==> src/rtl/msr_pkg.sv <==
package msr_pkg;

    typedef enum logic [0:0] {
        ST_RUN  = 1'b0,
        ST_HALT = 1'b1
    } halt_state_t;

    localparam int FLAG_W  = 9;
    localparam int MODE_W  = 3;

endpackage

==> src/rtl/msr_next_calc.sv <==
module msr_next_calc #(
    parameter int              MSR_W     = 64,
    parameter logic [MSR_W-1:0] IMPL_MASK = 64'h9000_0000_1006_C071,
    parameter int B_HV   = 60,
    parameter int B_GS   = 28,
    parameter int B_TGPR = 17,
    parameter int B_EE   = 15,
    parameter int B_PR   = 14,
    parameter int B_EP   = 6,
    parameter int B_IR   = 5,
    parameter int B_DR   = 4
) (
    input  logic [MSR_W-1:0] cur_i,
    input  logic [MSR_W-1:0] wdata_i,
    input  logic             alter_hv_i,
    input  logic             embedded_i,
    input  logic             shadow_en_i,
    input  logic             server_cls_i,
    output logic [MSR_W-1:0] nxt_o,
    output logic             xlat_chg_o,
    output logic             swap_o,
    output logic             ep_chg_o
);

    logic [MSR_W-1:0] masked;
    logic [MSR_W-1:0] delta;

    always_comb begin
        masked = wdata_i & IMPL_MASK;
        if (!(alter_hv_i && cur_i[B_HV])) begin
            masked[B_HV] = cur_i[B_HV];
        end
        // side effects compare before the problem-state forcing
        delta      = masked ^ cur_i;
        xlat_chg_o = delta[B_IR] | delta[B_DR] | (embedded_i & delta[B_GS]);
        swap_o     = shadow_en_i & delta[B_TGPR];
        ep_chg_o   = delta[B_EP];
        nxt_o      = masked;
        if (server_cls_i && masked[B_PR]) begin
            nxt_o[B_EE] = 1'b1;
            nxt_o[B_IR] = 1'b1;
            nxt_o[B_DR] = 1'b1;
        end
    end

endmodule

==> src/rtl/msr_mode_enc.sv <==
module msr_mode_enc (
    input  logic       embedded_i,
    input  logic       pr_i,
    input  logic       hv_i,
    input  logic       gs_i,
    input  logic       xlat_en_i,
    input  logic       space_i,
    output logic [2:0] idx_o
);

    always_comb begin
        idx_o[0] = ~pr_i;
        if (embedded_i) begin
            idx_o[2] = gs_i;
            idx_o[1] = space_i;
        end else begin
            idx_o[2] = hv_i;
            idx_o[1] = ~xlat_en_i;
        end
    end

endmodule

==> src/rtl/msr_ctrl.sv <==
module msr_ctrl
    import msr_pkg::*;
#(
    parameter int               MSR_W     = 64,
    parameter logic [MSR_W-1:0] IMPL_MASK = 64'h9000_0000_1006_C071,
    parameter int               PFX_W     = 32,
    parameter logic [PFX_W-1:0] PFX_VAL   = 32'hFFF0_0000,
    parameter int B_SF   = 63,
    parameter int B_HV   = 60,
    parameter int B_GS   = 28,
    parameter int B_POW  = 18,
    parameter int B_TGPR = 17,
    parameter int B_EE   = 15,
    parameter int B_PR   = 14,
    parameter int B_EP   = 6,
    parameter int B_IR   = 5,
    parameter int B_DR   = 4,
    parameter int B_IS   = 5,
    parameter int B_DS   = 4
) (
    input  logic               clk,
    input  logic               rst_n,
    input  logic               wr_en_i,
    input  logic [MSR_W-1:0]   wr_data_i,
    input  logic               alter_hv_i,
    input  logic               hv_cap_i,
    input  logic               embedded_i,
    input  logic               shadow_en_i,
    input  logic               server_cls_i,
    input  logic               irq_pend_i,
    input  logic               pow_ok_i,
    output logic [MSR_W-1:0]   msr_o,
    output logic [MODE_W-1:0]  imode_o,
    output logic [MODE_W-1:0]  dmode_o,
    output logic [FLAG_W-1:0]  flags_o,
    output logic [PFX_W-1:0]   exc_prefix_o,
    output logic               swap_pulse_o,
    output logic               xlat_chg_o,
    output logic               halt_req_o
);

    localparam int NSIDE = 2;

    logic [MSR_W-1:0] msr_q;
    logic [MSR_W-1:0] nxt;
    logic             xlat_d, swap_d, ep_chg;
    logic             swap_q, xlat_q;
    logic [PFX_W-1:0] pfx_q;
    logic             halt_cond;
    halt_state_t      state_q, state_d;
    logic [MODE_W-1:0] idx [NSIDE];

    msr_next_calc #(
        .MSR_W(MSR_W), .IMPL_MASK(IMPL_MASK),
        .B_HV(B_HV), .B_GS(B_GS), .B_TGPR(B_TGPR), .B_EE(B_EE),
        .B_PR(B_PR), .B_EP(B_EP), .B_IR(B_IR), .B_DR(B_DR)
    ) u_next (
        .cur_i       (msr_q),
        .wdata_i     (wr_data_i),
        .alter_hv_i  (alter_hv_i),
        .embedded_i  (embedded_i),
        .shadow_en_i (shadow_en_i),
        .server_cls_i(server_cls_i),
        .nxt_o       (nxt),
        .xlat_chg_o  (xlat_d),
        .swap_o      (swap_d),
        .ep_chg_o    (ep_chg)
    );

    // register, pulses and prefix
    always_ff @(posedge clk) begin
        if (!rst_n) begin
            msr_q       <= '0;
            msr_q[B_HV] <= hv_cap_i;
            swap_q      <= 1'b0;
            xlat_q      <= 1'b0;
            pfx_q       <= '0;
        end else begin
            swap_q <= wr_en_i & swap_d;
            xlat_q <= wr_en_i & xlat_d;
            if (wr_en_i) begin
                msr_q <= nxt;
                if (ep_chg) begin
                    pfx_q <= nxt[B_EP] ? PFX_VAL : '0;
                end
            end
        end
    end

    // per-side mode index encoders
    for (genvar s = 0; s < NSIDE; s++) begin : g_side
        localparam int XB = (s == 0) ? B_IR : B_DR;
        localparam int SB = (s == 0) ? B_IS : B_DS;
        msr_mode_enc u_enc (
            .embedded_i(embedded_i),
            .pr_i      (msr_q[B_PR]),
            .hv_i      (msr_q[B_HV]),
            .gs_i      (msr_q[B_GS]),
            .xlat_en_i (msr_q[XB]),
            .space_i   (msr_q[SB]),
            .idx_o     (idx[s])
        );
    end

    // halt state machine: state register
    always_ff @(posedge clk) begin
        if (!rst_n) begin
            state_q <= ST_RUN;
        end else begin
            state_q <= state_d;
        end
    end

    assign halt_cond = nxt[B_POW] & ~irq_pend_i & pow_ok_i;

    // halt state machine: transitions
    always_comb begin
        state_d = state_q;
        unique case (state_q)
            ST_RUN: begin
                if (wr_en_i && halt_cond) begin
                    state_d = ST_HALT;
                end
            end
            ST_HALT: begin
                if (irq_pend_i || (wr_en_i && !halt_cond)) begin
                    state_d = ST_RUN;
                end
            end
            default: state_d = ST_RUN;
        endcase
    end

    assign msr_o        = msr_q;
    assign imode_o      = idx[0];
    assign dmode_o      = idx[1];
    assign exc_prefix_o = pfx_q;
    assign swap_pulse_o = swap_q;
    assign xlat_chg_o   = xlat_q;
    assign halt_req_o   = (state_q == ST_HALT);
    assign flags_o      = {msr_q[B_SF], idx[1], idx[0],
                           (~hv_cap_i) | msr_q[B_HV], msr_q[B_PR]};

endmodule

==> config.mk <==
export PLATFORM = sky130hd
export DESIGN_NAME = msr_ctrl
export DESIGN_NICKNAME = d
export VERILOG_FILES = /design/src/rtl/msr_pkg.sv /design/src/rtl/msr_next_calc.sv /design/src/rtl/msr_mode_enc.sv /design/src/rtl/msr_ctrl.sv
export SDC_FILE = /design/constraint.sdc
export NUM_CORES = 1
export LEC_CHECK = 0
export ABC_AREA = 1
export BUFFER_PORTS_ARGS = -buffer_cell sky130_fd_sc_hd__buf_2
export CORE_AREA = 10 10 82 84
export DETAILED_ROUTE_END_ITERATION = 6
export DIE_AREA = 0 0 92 94
export GPL_TIMING_DRIVEN = 0
export MAX_ROUTING_LAYER = met4
export PLACE_DENSITY = 0.78
export SKIP_LAST_GASP = 1
export SYNTH_ARGS = -nofsm -noshare
export SYNTH_HDL_FRONTEND = slang
export SYNTH_SLANG_ARGS = --single-unit
==> constraint.sdc <==
create_clock -name clk -period 1 [get_ports clk]
set_input_delay 0.25 -clock clk [delete_from_list [all_inputs] [get_ports clk]]
set_output_delay 0.25 -clock clk [all_outputs]
set_load 0.005 [all_outputs]
# Word level (Yosys, flattened, before mapping)
# Index checks and enable logic that the tools add are counted.
# word_totals
regBits	46
inputBits	74
out_inout_bits	114
# op_classes
bitwise	16
n_reduce_logical	7
mux	11
eq_ne	1
# op_table
operator	count
two-way mux 61 bit	2
two-way mux 32 bit	1
bitwise XOR 29 bit	1
bitwise AND 1 bit	6
two-way mux 2 bit	3
inverter 1 bit	6
logical AND 1 bit	4
two-way mux 1 bit	4
OR 1 bit	3
!= test 2 x 1 -> 1 bit, second input constant	1
case mux 1 bit (2 select lines)	1
AND reduction 2 bit	1
logical NOT 1 bit	1
logical OR 1 bit	1

# Logic depth before layout (Yosys ltp)
# Gate-level depths: netlist of run 1.
# depth
word_depth	8
ltp_mapped	6

# Cells and area by module
# Synthesis of run 1 repeated with hierarchy kept, for this count alone.
# hier_totals
hier_cells	443
hier_area_um2	3273.1
# by_module_without_submodules
module	area_each_um2	cells_each	n_inst	seq_area_each_um2
msr_ctrl	2655.0	343	1	1371.3
msr_next_calc	563.0	86	1	0.0
msr_mode_enc	27.5	7	2	0.0

# Least setup slack after synthesis of run 1
# OpenSTA, ideal clock, no wires.
# synth_timing
kind	flip-flop to output port
startpoint	reg msr_q[60] (netlist: msr_o[60])
endpoint	out flags_o[4]
setup_slack_ps	-155
t_arrival_ps	905
path_stages_with_launch	4
n_path_buf	1
required_time_ps	750
path_cell_list	edfxtp_1 > inv_1 > o21ai_0 > buf_4
# synth_via
elab_chain_len	1
# synth_rtl
element	line_no	rtl
start: declaration	msr_ctrl.sv:44	logic [MSR_W-1:0] msr_q;
start signal: indexed assignment	msr_ctrl.sv:74	msr_q[B_HV] <= hv_cap_i;
start signal: assignment	msr_ctrl.sv:82	msr_q <= nxt;
two-way mux 2 bit	msr_mode_enc.sv:13	if (embedded_i) begin
end: declaration	msr_ctrl.sv:35	output logic [FLAG_W-1:0] flags_o,
# Every way passes these cells.

# Worst setup path after layout of run 1
# Same ends and word-level chain as after synthesis.

==> impl_results.md, run 1 <==
- TritonCTS Sinks: 15
- Total wire length: ~4.6 mm
- Leakage Power: between 1 and 1.5 nW
- Clk root buf: clkbuf_8
- Yosys top cell by area: buf_4
- IO Pins: 188
- Pwr Density: 865 nW/um^2
- Crit Path Max Fanout: 4
- Worst EP required: 750 ps
- VDD IR max: 0.000425 V
- RSZ-0062 raised after global routing: true
- Total power: 0.00211 W
- Syn_area_per_cell: around 7.6 sq um
- Final hold slack: 227 ps
- First-pass GRT wire length: 6.97 mm
- Hold crit path type: primary input to register
- CORE AREA: 5070 sq um
- CTS HTree Levels: 1
- FMAX: a little under 800 MHz
- Max-cap violation count: 0
- Seq/Total Area, Yosys: 0.215
- Initial antenna violation count: 0
- Yosys cell types: 21
- Final ANT Viol Nets: 0
- Synth area leaders: buf_4 (52%), dfxtp_1 (19%), nand2_1 (4.9%)
- HPWL after detailed placement: around 3.8 mm
- Layout net count: 408
- Synth Cell Area: 1450 sq um
- Largest net degree at the start of global routing: 14
- Crit path time final: about 1300 ps
- Critical path arrival: between 1000 and 1500 ps
- RD Place Congestion: ~0.76
- CTS tree: yes
- Fillers: 501
- Die area: 8650 sq um
- Flops & latches, synth: 15
- Fin crit share: 1.29
- DIE HEIGHT: approximately 94 um
- Hold Vio Cnt, Final: 0
- Synth Instances: around 190
- Port buffer count: 60
- Startpoint types: register
- Critical path endpoint category: primary output
- Skew-Pair Late Insertion Delay: 240 ps
- Initial Util: 0.285
- Setup TNS: -5380 ps
- Share of cells above drive strength 1: 0.586
- CP max-delay cell: edfxtp_1
- Routed len/inst: 11.5 um
- Drt initial violations: 28
- # rows: 26
- Count of final setup violators: 32
- Drt via density: 3.36
- GRT Overall Usage: 0.101
- Critical path's largest stage delay: approximately 400 ps
- Vias in the first global route: about 1400
- Crit path cell chain: inv_2 -> o21ai_4 -> buf_4 -> buf_6
- Register-to-register setup slack: -10 ps
- Final Slew Violations: 0
- Routed via count: 1355
- Ys Warns: 0
- Drt drc: 0
- Clock skew: roughly 0.9 ps
- First drt pass iteration count: 3
- Clock Tree Buf Depth: 2
- Worst-path clk slew: 60 ps
- Final worst slack: -293 ps
- Failing checks: negative setup slack
- Critical setup path kind: register to primary output
- Die X: 92 um
- Worst slack at placement: -111 ps
- ANT cells: 0
- GR Overflow Total: 0
- Area fraction of the dominant cell type after synthesis: 0.519
- Outcome: finished, violations left
- CTS Hold Buffers Added: 0
- Inserted Clock Buffers: 3
- Area grow syn2layout: 68.9%
## metal layers
layer  part of all wire  vias up  global-route usage
li1                   -      701                   -
met1               0.37      574               0.103
met2               0.54       76               0.185
met3              0.076        4              0.0288
met4              0.012        0              0.0321
met5                  0        -                   -
## cell type report
cell class / count / area [sq um] / area share
tap: 70 / 87.6 / 0.0358
multi-input combinational: 134 / 607 / 0.248
buffer: 99 / 792 / 0.324
timing repair buffer: 70 / 531 / 0.217
clock buffer: 3 / 41.3 / 0.0169
inverter: 11 / 48.8 / 0.0200
sequential: 15 / 332 / 0.136
clock inverter: 1 / 5.00 / 0.00205
## timing repair
item,in CTS,in global routing
setup buffers,8,4
setup endpoints to repair,32,36
pin swaps,3,2
resized for setup,38,22
## synth_stat cells, drive strengths merged
cell type,number
inv,11
buf,103
conb,1
nand2,19
dfxtp,14
a31oi,2
nand3,2
nor3b,1
xnor2,3
o21ai,12
or2,1
edfxtp,1
a21oi,6
nor3,1
nor2,14
## critical path, delay by kind of cell, from the launching register on
family | cells | cell delay (ps)
flops | 1 | 400
compound gates | 1 | 60
buf+inv | 3 | 340
## state kept, by name, summed over array words and instances, names as in the netlist
name	count
halt_req_o	1
msr_o	11
xlat_chg_o	1
exc_prefix_o	1
swap_pulse_o	1
## final timing paths
check | startpoint | endpoint | cells past startpoint
worst max register to register | msr_o[28] | xlat_chg_o | 8
worst min-delay path | wr_data_i[63] | msr_o[63] | 3
worst min register to register | msr_o[18] | msr_o[18] | 2
worst max-delay path | msr_o[60] | flags_o[4] | 4
## report_power, final
| part | internal (W) | total, W | switching [W] |
|---|---|---|---|
| registers | 0.000646 | 0.000681 | 0.0000340 |
| clock network | 0.000275 | 0.000486 | 0.000211 |
| logic | 0.000580 | 0.000946 | 0.000366 |
## cells by family (layout without fill, tap and decap cells)
| kind of cell | after synthesis | count (layout) | synth area share |
|---|---|---|---|
| AND/OR/NAND/NOR | 38 | 38 | 0.111 |
| other | 1 | 73 | 0.00259 |
| AO/OA/AOI/OAI | 20 | 20 | 0.0813 |
| buffers and inverters | 114 | 184 | 0.573 |
| flip-flops | 15 | 15 | 0.215 |
| XOR/XNOR | 3 | 3 | 0.0182 |
## placed cells by master (no fill, tap or decap)
cell      count
buf_4        92
a31oi_1       2
edfxtp_1      1
clkinv_2      1
dfxtp_1       5
nor3_2        1
buf_12        1
o21ai_1       4
dfxtp_4       4
nor2_2        2
xnor2_2       2
nor2_1       12
clkbuf_8      3
dfxtp_2       5
or2_1         1
inv_2         1
nand2_1      19
buf_6        37
nand3_1       2
o21ai_2       1
conb_1       73
a21oi_2       3
a21oi_1       3
o21ai_0       6
o21ai_4       1
buf_2        39
inv_1         8
nor3b_1       1
xnor2_1       1
inv_6         1
inv_4         1
## metrics by stage
stage	cells	utilization	cell area (sq um)
finish	403	0.482	2440
detailed placement	393	0.415	2110
global placement	393	0.415	2110
CTS	402	0.463	2350
floorplan	263	-	1720
global route	403	0.482	2440
(Power assumes the default switching activity.)
==> inputs of run 2 (changes only) <==
- CORE_AREA: 10 10 82 84 -> 10 10 79 81
- DIE_AREA: 0 0 92 94 -> 0 0 89 91
- PLACE_DENSITY: 0.78 -> 0.81
- clock period: 1 -> 1.3 ns (I/O delays scaled with it)
==> run 2 against run 1 <==
Effect of this change:
- the flow still finishes with violations (negative setup slack)
- final cell count down 5.5%
- total power down 28%
- via count down 4.2%
- die area down 6.3%
- sequential power down 22%
- critical path type unchanged
- critical endpoint is now imode_o[2]
- largest cell class unchanged
==> impl_results.md, run 2 (synthesis gave the netlist of run 1 again) <==
- Die area: roughly 8100 sq um
- GR Overflow Total: 0
- Multi-input gate area: 616 sq um
- Area grow syn2layout: 53.4%
- Max-cap violation count: 0
- Hold crit path type: primary input to register
- Post-route core utilization: 0.476
- Clock skew: approximately 0.44 ps
- Critical path arrival: 1060 ps
- Initial antenna violation count: 0
- Startpoint types: register
- Hold Vio Cnt, Final: 0
- # rows: 25
- HPWL after detailed placement: 3.80 mm
- First drt pass iteration count: 4
- Most frequent cells in the layout: buf_4 (97), conb_1 (73), buf_2 (56)
- Total wire length: 4.28 mm
- CTS Hold Buffers Added: 0
- Initial Util: 0.310
- Routed len/inst: 11.2 um
- Clk root buf: clkbuf_8
- Outcome: finished, violations left
- Leakage Power: 1.39 nW
- Pwr Density: 684 nW/um^2
- Sequential Area: around 320 sq um
- RD Place Congestion: 0.722
- Crit path time final: approximately 1400 ps
- Reg2reg path depth: 7
- DIE HEIGHT: ~90 um
- Die X: 89 um
- Worst EP required: 980 ps
- GRT Overall Usage: 0.101
- ANT cells: 0
- CTS HTree Levels: 1
- CORE AREA: 4660 sq um
- Failing checks: negative setup slack
- Inserted Clock Buffers: 3
- Drt via density: 3.41
- Fin crit share: 1.06
- Largest net degree at the start of global routing: 15
- TritonCTS Sinks: 15
- Most common cell after layout, fill and taps aside: buf_4
- Vias in the first global route: 1353
- RSZ-0062 raised after global routing: true
- Final ANT Viol Nets: 0
- Final Slew Violations: 0
- Layout net count: between 400 and 500
- Max reg flops: 11
- Worst-path clk slew: approximately 60 ps
- FMAX: 723 MHz
- Routed via count: between 1000 and 1500
- Port buffer count: 60
- Final hold slack: 309 ps
- IO Pins: about 190
- First-pass GRT wire length: 6.35 mm
- Final worst slack: -82.6 ps
- Clock Tree Buf Depth: 2
- Drt initial violations: 36
- Critical setup path kind: register to primary output
- WHS Path Cells: 3
- Crit Path Max Fanout: 4
- Skew-Pair Late Insertion Delay: 240 ps
- VDD IR max: 0.000331 V
- CTS tree: yes
- Count of final setup violators: 5
- Drt drc: 0
- Fillers: 448
- Total power: 0.00152 W
- Critical path endpoint category: primary output
- Share of cells above drive strength 1: 0.563
==> run 2: changes by cell type in the layout (fill, tap and decap cells not counted) <==
cell     change
buf_6       -27
buf_2       +17
buf_4        +5
dfxtp_1      +4
dfxtp_2      -3
buf_12       -1
dfxtp_4      -1
inv_2        +1
inv_6        -1
nor2_1       +1
nor2_2       -1
xnor2_2      -1
xnor2_4      +1
==> run 2: per-layer routing <==
metal,global-route usage,wire length [um]
met1,0.0959,1570
met2,0.185,2200
met3,0.0286,422
met4,0.0358,85
met5,-,0
==> run 2: final timing paths <==
kind	from	endpoint	slack [ps]
setup / recovery	msr_o[60]	imode_o[2]	-80
hold / removal	wr_data_i[63]	msr_o[63]	310
setup reg to reg	msr_o[5]	xlat_chg_o	380
hold reg to reg	msr_o[18]	msr_o[18]	470
==> run 2: worst max-delay path: stages, from the launching register on <==
cell      delay (ps)
edfxtp_1         370
inv_2             60
o21ai_4          180
buf_6            120
buf_6             80
==> run 2: repair_timing <==
item                       in CTS  in global routing
setup endpoints to repair      20                 21
buffers inserted                2                  0
resized for setup              12                 11
pin swaps                       3                  1
==> run 2: per-stage QoR <==
step / instance area [sq um] / worst slack (ps) / std cells / setup TNS (ps)
3_5_place_dp: 2080 / -171 / 377 / -595
5_1_grt: 2220 / -145 / 381 / -622
4_1_cts: 2170 / -104 / 381 / -398
6_report: 2220 / -82.6 / 381 / -337
2_1_floorplan: 1720 / 69.8 / 263 / 0
3_3_place_gp: 2080 / -87.0 / 377 / -268
==> run 2: cell type report <==
type                            instances  area share
Buffer                                101       0.352
Clock buffer                            3      0.0186
Clock inverter                          1     0.00226
Inverter                               11      0.0197
Multi-Input combinational cell        134       0.277
Sequential cell                        15       0.146
Tap cell                               54      0.0305
Timing Repair Buffer                   62       0.153
==> run 2: power by group <==
part	leakage (nW)	internal, W	switching [W]
Combinational	1.24	0.000368	0.000252
Sequential	0.129	0.000497	0.0000310
Clock	0.0255	0.000212	0.000159
Total	1.39	0.00108	0.000442
